==> config.mk <==
export PLATFORM = sky130hd
export DESIGN_NAME = mdm_status_unit
export DESIGN_NICKNAME = d
export VERILOG_FILES = /design/src/rtl/mdm_pkg.sv /design/src/rtl/mdm_sync.sv /design/src/rtl/mdm_ctl_fsm.sv /design/src/rtl/mdm_stat_reg.sv /design/src/rtl/mdm_status_unit.sv
export SDC_FILE = /design/constraint.sdc
export NUM_CORES = 1
export LEC_CHECK = 0
export ABC_CLOCK_PERIOD_IN_PS = 2510
export BUFFER_PORTS_ARGS = -buffer_cell sky130_fd_sc_hd__buf_2
export CAP_MARGIN = 0
export CORE_MARGIN = 4
export CORE_UTILIZATION = 51
export CTS_BUF_LIST = sky130_fd_sc_hd__clkbuf_8
export DETAILED_ROUTE_END_ITERATION = 10
export GPL_TIMING_DRIVEN = 0
export PLACE_DENSITY_LB_ADDON = 0.05
export SYNTH_ARGS = -nofsm -noshare
export SYNTH_HDL_FRONTEND = slang
export SYNTH_HIERARCHICAL = 1
export SYNTH_SLANG_ARGS = --single-unit
==> constraint.sdc <==
create_clock -name clk -period 2.51 [get_ports clk]
set_clock_uncertainty 0.15 [all_clocks]
set_input_delay 0.1255 -clock clk [delete_from_list [all_inputs] [get_ports clk]]
set_output_delay 0.1255 -clock clk [all_outputs]
set_load 0.01 [all_outputs]
==> src/rtl/mdm_pkg.sv <==
package mdm_pkg;

    typedef enum logic {
        MODE_LINE = 1'b0,
        MODE_LOOP = 1'b1
    } mdm_mode_e;

    localparam int LINE_W = 4;
    localparam int CTL_W  = 4;
    localparam int STAT_W = 2 * LINE_W;

    // positions inside the four-bit line vector (also status bits - 4)
    localparam int LN_CTS = 0;
    localparam int LN_DSR = 1;
    localparam int LN_RI  = 2;
    localparam int LN_DCD = 3;

    // positions inside the control byte
    localparam int CB_DTR  = 0;
    localparam int CB_RTS  = 1;
    localparam int CB_OUT1 = 2;
    localparam int CB_OUT2 = 3;
    localparam int CB_LOOP = 4;

    localparam logic [LINE_W-1:0] LINES_RST = 4'b1011;
    localparam logic [CTL_W-1:0]  CTL_RST   = 4'b1000;

    // feed control bits back as status lines
    function automatic logic [LINE_W-1:0] loop_map(input logic [CTL_W-1:0] c);
        logic [LINE_W-1:0] r;
        r[LN_DCD] = c[CB_OUT2];
        r[LN_RI]  = c[CB_OUT1];
        r[LN_DSR] = c[CB_DTR];
        r[LN_CTS] = c[CB_RTS];
        return r;
    endfunction

endpackage

==> src/rtl/mdm_sync.sv <==
module mdm_sync #(
    parameter int                WIDTH   = 4,
    parameter int                STAGES  = 2,
    parameter logic [WIDTH-1:0]  RST_VAL = '0
) (
    input  logic             clk,
    input  logic             rst_n,
    input  logic [WIDTH-1:0] d_i,
    output logic [WIDTH-1:0] q_o
);

    logic [WIDTH-1:0] chain [STAGES];

    generate
        for (genvar s = 0; s < STAGES; s++) begin : g_stage
            if (s == 0) begin : g_first
                always_ff @(posedge clk or negedge rst_n) begin
                    if (!rst_n) chain[0] <= RST_VAL;
                    else        chain[0] <= d_i;
                end
            end else begin : g_next
                always_ff @(posedge clk or negedge rst_n) begin
                    if (!rst_n) chain[s] <= RST_VAL;
                    else        chain[s] <= chain[s-1];
                end
            end
        end
    endgenerate

    assign q_o = chain[STAGES-1];

endmodule

==> src/rtl/mdm_ctl_fsm.sv <==
module mdm_ctl_fsm
    import mdm_pkg::*;
(
    input  logic              clk,
    input  logic              rst_n,
    input  logic              wr_i,
    input  logic [7:0]        wdata_i,
    output logic [7:0]        ctl_o,
    output logic [CTL_W-1:0]  ctl_bits_o,
    output logic              loop_o,
    output logic              rts_o,
    output logic              dtr_o,
    output logic              out1_o,
    output logic              out2_o
);

    mdm_mode_e         mode_q, mode_n;
    logic [CTL_W-1:0]  ctl_q;
    logic              unused_hi;

    assign unused_hi = ^wdata_i[7:CB_LOOP+1];

    // next-state logic: LINE_TO_LOOP / LOOP_TO_LINE
    always_comb begin
        mode_n = mode_q;
        unique case (mode_q)
            MODE_LINE: if (wr_i &&  wdata_i[CB_LOOP]) mode_n = MODE_LOOP;
            MODE_LOOP: if (wr_i && !wdata_i[CB_LOOP]) mode_n = MODE_LINE;
        endcase
    end

    // state register
    always_ff @(posedge clk or negedge rst_n) begin
        if (!rst_n) mode_q <= MODE_LINE;
        else        mode_q <= mode_n;
    end

    // control bits
    always_ff @(posedge clk or negedge rst_n) begin
        if (!rst_n)    ctl_q <= CTL_RST;
        else if (wr_i) ctl_q <= wdata_i[CTL_W-1:0];
    end

    // output process
    always_comb begin
        out1_o = ctl_q[CB_OUT1];
        out2_o = ctl_q[CB_OUT2];
        unique case (mode_q)
            MODE_LINE: begin
                rts_o  = ctl_q[CB_RTS];
                dtr_o  = ctl_q[CB_DTR];
                loop_o = 1'b0;
            end
            MODE_LOOP: begin
                rts_o  = 1'b0;
                dtr_o  = 1'b0;
                loop_o = 1'b1;
            end
        endcase
    end

    assign ctl_bits_o = ctl_q;
    assign ctl_o      = {3'b000, (mode_q == MODE_LOOP), ctl_q};


    r10_loop_quiet_chk: assert property (@(posedge clk) disable iff (!rst_n)
        (ctl_o[CB_LOOP]) |-> (!rts_o && !dtr_o));


    r2_capture_chk: assert property (@(posedge clk) disable iff (!rst_n)
        wr_i |=> (ctl_o == {3'b000, $past(wdata_i[CB_LOOP:0])}));

endmodule

==> src/rtl/mdm_stat_reg.sv <==
module mdm_stat_reg
    import mdm_pkg::*;
(
    input  logic               clk,
    input  logic               rst_n,
    input  logic               rd_i,
    input  logic [LINE_W-1:0]  src_i,
    output logic [STAT_W-1:0]  stat_o,
    output logic               any_delta_o
);

    logic [LINE_W-1:0] line_q;
    logic [LINE_W-1:0] delta_q, delta_n;
    logic [LINE_W-1:0] flip;
    logic [LINE_W-1:0] new_evt;

    assign flip = line_q ^ src_i;

    always_comb begin
        new_evt         = flip;
        new_evt[LN_RI]  = line_q[LN_RI] & ~src_i[LN_RI];
        delta_n         = (rd_i ? '0 : delta_q) | new_evt;
    end

    always_ff @(posedge clk or negedge rst_n) begin
        if (!rst_n) begin
            line_q  <= LINES_RST;
            delta_q <= '0;
        end else begin
            line_q  <= src_i;
            delta_q <= delta_n;
        end
    end

    assign stat_o      = {line_q, delta_q};
    assign any_delta_o = |delta_q;


    r6_ri_trailing_chk: assert property (@(posedge clk) disable iff (!rst_n)
        $rose(delta_q[LN_RI]) |-> ($past(line_q[LN_RI]) && !line_q[LN_RI]));


    r7_read_clear_chk: assert property (@(posedge clk) disable iff (!rst_n)
        (rd_i && (new_evt == '0)) |=> (delta_q == '0));


    r8_keep_evt_chk: assert property (@(posedge clk) disable iff (!rst_n)
        (new_evt != '0) |=> ((delta_q & $past(new_evt)) == $past(new_evt)));


    r4_line_hold_chk: assert property (@(posedge clk) disable iff (!rst_n)
        $stable(src_i) |=> $stable(line_q));

endmodule

==> src/rtl/mdm_status_unit.sv <==
module mdm_status_unit
    import mdm_pkg::*;
#(
    parameter int SYNC_STAGES = 2
) (
    input  logic       clk,
    input  logic       rst_n,
    input  logic       ctl_wr_i,
    input  logic [7:0] ctl_wdata_i,
    input  logic       stat_rd_i,
    input  logic       cts_i,
    input  logic       dsr_i,
    input  logic       dcd_i,
    input  logic       ri_i,
    output logic [7:0] ctl_rdata_o,
    output logic [7:0] stat_rdata_o,
    output logic       any_delta_o,
    output logic       rts_o,
    output logic       dtr_o,
    output logic       out1_o,
    output logic       out2_o
);

    logic [LINE_W-1:0] pins_raw, pins_sync, src;
    logic [CTL_W-1:0]  ctl_bits;
    logic              loop;

    always_comb begin
        pins_raw         = '0;
        pins_raw[LN_CTS] = cts_i;
        pins_raw[LN_DSR] = dsr_i;
        pins_raw[LN_RI]  = ri_i;
        pins_raw[LN_DCD] = dcd_i;
    end

    mdm_sync #(
        .WIDTH   (LINE_W),
        .STAGES  (SYNC_STAGES),
        .RST_VAL (LINES_RST)
    ) u_sync (
        .clk   (clk),
        .rst_n (rst_n),
        .d_i   (pins_raw),
        .q_o   (pins_sync)
    );

    mdm_ctl_fsm u_ctl (
        .clk        (clk),
        .rst_n      (rst_n),
        .wr_i       (ctl_wr_i),
        .wdata_i    (ctl_wdata_i),
        .ctl_o      (ctl_rdata_o),
        .ctl_bits_o (ctl_bits),
        .loop_o     (loop),
        .rts_o      (rts_o),
        .dtr_o      (dtr_o),
        .out1_o     (out1_o),
        .out2_o     (out2_o)
    );

    assign src = loop ? loop_map(ctl_bits) : pins_sync;

    mdm_stat_reg u_stat (
        .clk         (clk),
        .rst_n       (rst_n),
        .rd_i        (stat_rd_i),
        .src_i       (src),
        .stat_o      (stat_rdata_o),
        .any_delta_o (any_delta_o)
    );


    r11_any_delta_chk: assert property (@(posedge clk) disable iff (!rst_n)
        (stat_rdata_o[3:0] == 4'h0) |-> !any_delta_o);

endmodule

Yosys cells after proc, flatten, opt, wreduce, memory -nomap -nowiden --
Cells that the tools add are included.
Word-level totals: register bits 21, output and inout bits 21
Cells by class: mux-type cells 8, bitwise operators 5, reductions and logical operators 4
Operators with widths (number):
- two-way mux 4 bit | 2
- case mux 1 bit (2 select lines) | 4
- OR 4 bit | 1
- OR reduction 4 bit | 1
- bitwise XOR 4 bit | 1
- logical AND 1 bit | 2
- two-way mux 1 bit | 2
- NOT 1 bit | 2
- bitwise AND 1 bit | 1
- zero test 1 bit | 1

Logic depth before layout (Yosys ltp) --
depth after elaboration 6, depth in mapped cells 4, depth with buffers taken out 3

Cells and area by module --
Netlist, hierarchy kept.
Modules (own cells, without submodules):
- mdm_stat_reg | times used 1, cells each 21, area an instance 276.5 um2
- mdm_ctl_fsm | times used 1, cells each 23, area an instance 274.0 um2
- mdm_sync | times used 1, cells each 12, area an instance 237.7 um2
- mdm_status_unit | times used 1, cells each 4, area an instance 45.0 um2

Worst setup path before layout --
No wires, ideal clock.
path type register to register, from register (tool-made name), to register u_stat.delta_q[0], library setup time 0.124 ns, arrival 1.007 ns, required time 2.236 ns, path slack 1.229 ns, stages on the path, launching flop included 4, period minus slack after synthesis 1.281 ns, cells stage by stage dfrtp_1 mux2_2 xnor2_1 o21ai_1
RTL lines:
- end signal, assigned | line mdm_stat_reg.sv:31 | delta_q <= delta_n;
- end, declared | line mdm_stat_reg.sv:13 | logic [LINE_W-1:0] delta_q, delta_n;

==> impl_metrics.prom <==
# TYPE chip_impl_metric gauge
chip_impl_info{name="criticalPathCategory",value="flip-flop to flip-flop"} 1
chip_impl_metric{name="row_count",unit=""} 14
chip_impl_metric{name="data_required_time_at_the_worst_endpoint",unit="ps"} 2490
chip_impl_metric{name="grt_resource_usage_total",unit="%"} 15.1
chip_impl_metric{name="h_tree_lvl_count",unit=""} 1
chip_impl_metric{name="slowest_delay",unit="ps"} 500
chip_impl_metric{name="die_w",unit="um"} 48.4
chip_impl_metric{name="p_per_area",unit="mW/mm2"} 670
chip_impl_metric{name="seq_area",unit="um2"} 538
chip_impl_metric{name="fmaxAchievable",unit="MHz"} 712
chip_impl_metric{name="layout_worst_path_cycle_share",unit="%"} 56.0
chip_impl_metric{name="clkSlewWorstSetupHoldPaths",unit="ps"} 70
chip_impl_metric{name="worst-endpoint-arrival",unit="ps"} 1390
chip_impl_metric{name="synthesis.yosys.warnings",unit=""} 6
chip_impl_metric{name="route.vias.total",unit=""} 558
chip_impl_metric{name="layoutNonFillerInstCount",unit=""} 123
chip_impl_metric{name="clock_sinks",unit=""} 21
chip_impl_metric{name="dp.cells",unit=""} 108
chip_impl_info{name="min_path_type",value="input port to flip-flop"} 1
chip_impl_metric{name="wl",unit="um"} 1460
chip_impl_info{name="crit_chain",value="mux2_2 -> xnor2_1 -> o21ai_1"} 1
chip_impl_metric{name="area_growth",unit="%"} 39.9
chip_impl_metric{name="post_synth_num_cell_types",unit=""} 11
chip_impl_metric{name="final_period_minus_worst_setup_slack",unit="ps"} 1400
chip_impl_metric{name="fp.dieArea",unit="mm2"} 0.00234
chip_impl_metric{name="finalWeightedCongestion",unit=""} 0.684
chip_impl_info{name="layout.cells.most_common",value="sky130_fd_sc_hd__buf_2"} 1
chip_impl_metric{name="maxCapViolCount",unit=""} 0
chip_impl_metric{name="pwr-share-seq",unit="%"} 52.4
chip_impl_metric{name="worst_skew_pair.late_latency",unit="ps"} 250
chip_impl_metric{name="net-switching-power",unit="mW"} 0.194
chip_impl_metric{name="number_of_buffers_created_by_cts",unit=""} 3
chip_impl_info{name="crit_path_end_kind",value="flip-flop"} 1
chip_impl_metric{name="grt_pass1_wl",unit="um"} 2860
chip_impl_metric{name="multi_input_area",unit="um2"} 179
chip_impl_metric{name="num-nets-final",unit=""} 124
chip_impl_metric{name="leakagePower",unit="nW"} 0.581
chip_impl_metric{name="share_comb_of_total_power",unit="%"} 21.6
chip_impl_metric{name="syn_area",unit="um2"} 833
chip_impl_metric{name="via_to_cell_ratio",unit=""} 4.54
chip_impl_info{name="rsz0062_at_grt",value="no"} 1
chip_impl_metric{name="drt-pass1-iter-count",unit=""} 3
chip_impl_metric{name="final-setup-viol-count",unit=""} 0
chip_impl_info{name="hp-start",value="ctl_wr_i"} 1
chip_impl_metric{name="power.ir.vdd_worst",unit="uV"} 428
chip_impl_metric{name="port-buffer-count",unit=""} 30
chip_impl_metric{name="hold_ws",unit="ps"} 80.9
chip_impl_metric{name="postSynthAreaPerCell",unit="um2"} 13.9
chip_impl_info{name="setup.worst_path.start_class",value="flip-flop"} 1
chip_impl_metric{name="vias_in_the_first_global_route",unit=""} 639
chip_impl_metric{name="core-area",unit="mm2"} 0.00152
chip_impl_info{name="kind_of_cell_adding_the_most_delay_to_the_critical_path",value="flip-flops"} 1
chip_impl_metric{name="cts_buffer_depth",unit=""} 2
chip_impl_metric{name="number_of_antenna_violations_at_the_first_check_in_global_routing",unit=""} 0
chip_impl_metric{name="path_max_fanout",unit=""} 8
chip_impl_info{name="cts.root.buffer_cell",value="sky130_fd_sc_hd__clkbuf_8"} 1
chip_impl_metric{name="drive_above_1_share",unit="%"} 61.7
chip_impl_metric{name="power_switching_share",unit="%"} 24.8
chip_impl_metric{name="post_cts.repair.setup_buffers",unit=""} 0
chip_impl_metric{name="critical_path_buf_inv_count",unit=""} 0
chip_impl_metric{name="report.final.slew_viol_count",unit=""} 0
chip_impl_metric{name="internal-power",unit="mW"} 0.588
chip_impl_metric{name="number_of_ports_placed_on_the_die_boundary",unit=""} 37
chip_impl_info{name="clock_tree_from_tritoncts",value="built"} 1
chip_impl_metric{name="share_of_synthesized_area_occupied_by_flip_flops_and_latches",unit="%"} 64.6
chip_impl_metric{name="starting_density",unit="%"} 54.7
chip_impl_info{name="outcome",value="finished, final reports clean"} 1
chip_impl_metric{name="postRouteAntennaNets",unit=""} 0
chip_impl_metric{name="filler_instances",unit=""} 106
chip_impl_metric{name="synth.ff_latch_count",unit=""} 21
chip_impl_metric{name="grt_start_max_net_pins",unit=""} 22
chip_impl_metric{name="initialDrtViolationCount",unit=""} 2
chip_impl_metric{name="globalRouteOverflowTotal",unit=""} 0
chip_impl_metric{name="setup_tns",unit="ps"} 0
chip_impl_info{name="most-common-layout-cells",value="sky130_fd_sc_hd__buf_2, sky130_fd_sc_hd__buf_4, sky130_fd_sc_hd__dlygate4sd3_1, sky130_fd_sc_hd__dfrtp_1, sky130_fd_sc_hd__dfstp_2"} 1
chip_impl_metric{name="drc_violation_count_after_routing",unit=""} 0
chip_impl_metric{name="num_antenna_cells",unit=""} 0
chip_impl_metric{name="routed_wire_length_per_instance",unit="um"} 11.9
chip_impl_metric{name="final_hold_viol_count",unit=""} 0
chip_impl_metric{name="clockPowerShare",unit="%"} 26.0
chip_impl_metric{name="floorplan.die.height",unit="um"} 48.4
chip_impl_metric{name="half_perimeter_wire_length_of_the_detailed_placement_result",unit="um"} 1040
chip_impl_metric{name="post_synth_inst_count",unit=""} 60
chip_impl_info{name="critPathSlowestCell",value="sky130_fd_sc_hd__dfrtp_1"} 1
==> layer usage <==
layer  GRT usage [%]  wire, um  vias to the layer above
li1                -         -                      267
met1            18.6       580                      266
met2            25.7       753                       25
met3            3.99       127                        0
met4            4.15         0                        0
met5               0         0                        -
==> power by group through the flow <==
stage                     Combinational, mW  Clock, mW  Sequential (mW)
after floorplan                      0.0800          0            0.426
after global placement                0.154          0            0.412
after detailed placement              0.157          0            0.416
after CTS                             0.171      0.213            0.410
after global routing                  0.185      0.238            0.416
final                                 0.169      0.203            0.409
==> worst reg2reg max path, cell delays in order (launching register included) <==
cell                      delay (ps)
sky130_fd_sc_hd__dfrtp_1         500
sky130_fd_sc_hd__mux2_2          400
sky130_fd_sc_hd__xnor2_1         150
sky130_fd_sc_hd__o21ai_1          90
==> synth_stat cells <==
library cell               n  share of area (%)
sky130_fd_sc_hd__buf_4    14                 13
sky130_fd_sc_hd__dfrtp_1  11                 33
sky130_fd_sc_hd__dfstp_2  10                 32
sky130_fd_sc_hd__mux2_2    9                 12
sky130_fd_sc_hd__inv_1     5                2.3
sky130_fd_sc_hd__o21ai_1   3                1.8
sky130_fd_sc_hd__xnor2_1   3                3.2
sky130_fd_sc_hd__nor2b_1   2                1.5
sky130_fd_sc_hd__conb_1    1               0.45
sky130_fd_sc_hd__nand4_1   1               0.75
sky130_fd_sc_hd__o22ai_1   1               0.75
==> state kept, by name (all words and copies together) (netlist names), named ones only <==
signal / cells
u_ctl/ctl_bits_o: 4
u_sync/q_o: 4
u_stat/line_q: 4
u_sync/chain: 4
u_stat/delta_q: 4
==> area by class of cell <==
cell class                 instances  area share [%]
buffer                            14            9.01
clock buffer                       3            3.54
clock inverter                     1           0.322
inverter                           5            1.61
multi-input combinational         22            15.3
sequential                        21            46.1
tap                               16            1.72
timing repair buffer              41            22.3
==> final timing paths <==
check / endpoint / slack [ps] / cells past startpoint
worst max-delay path: u_stat/delta_q[0] / 1110 / 3
worst min-delay path: u_ctl/ctl_bits_o[0] / 80 / 2
worst max register to register: u_stat/delta_q[0] / 1110 / 3
worst min register to register: u_sync/q_o[2] / 210 / 0
max in group asynchronous: u_sync/chain[4] / 1670 / 2
min in group asynchronous: u_stat/delta_q[1] / 210 / 2
==> logic make-up (layout without fill, tap and decap cells) <==
logic type             Yosys count  in the layout  share of synthesized area [%]
AND/OR/NAND/NOR                  3              3                           2.25
buffers and inverters           19             64                           14.9
multiplexers                     9              9                           12.2
other                            1              3                          0.450
flip-flops                      21             21                           64.6
AO/OA/AOI/OAI                    4              4                           2.55
XOR/XNOR                         3              3                           3.15
==> through the flow <==
stage	cell area [um2]	utilization (%)	power, mW	setup slack [ps]
after floorplan	841	-	0.506	1230
after global placement	1010	66.3	0.566	1120
after detailed placement	1010	66.3	0.574	1080
after CTS	1170	76.5	0.794	1080
after global routing	1170	76.5	0.840	1010
final	1170	76.5	0.781	1110
==> what timing repair did <==
action                    CTS  global route
hold buffers               11             0
gates resized for setup     0             0
hold endpoints to repair   31             0
No activity file was read; power rests on OpenSTA's default activity.
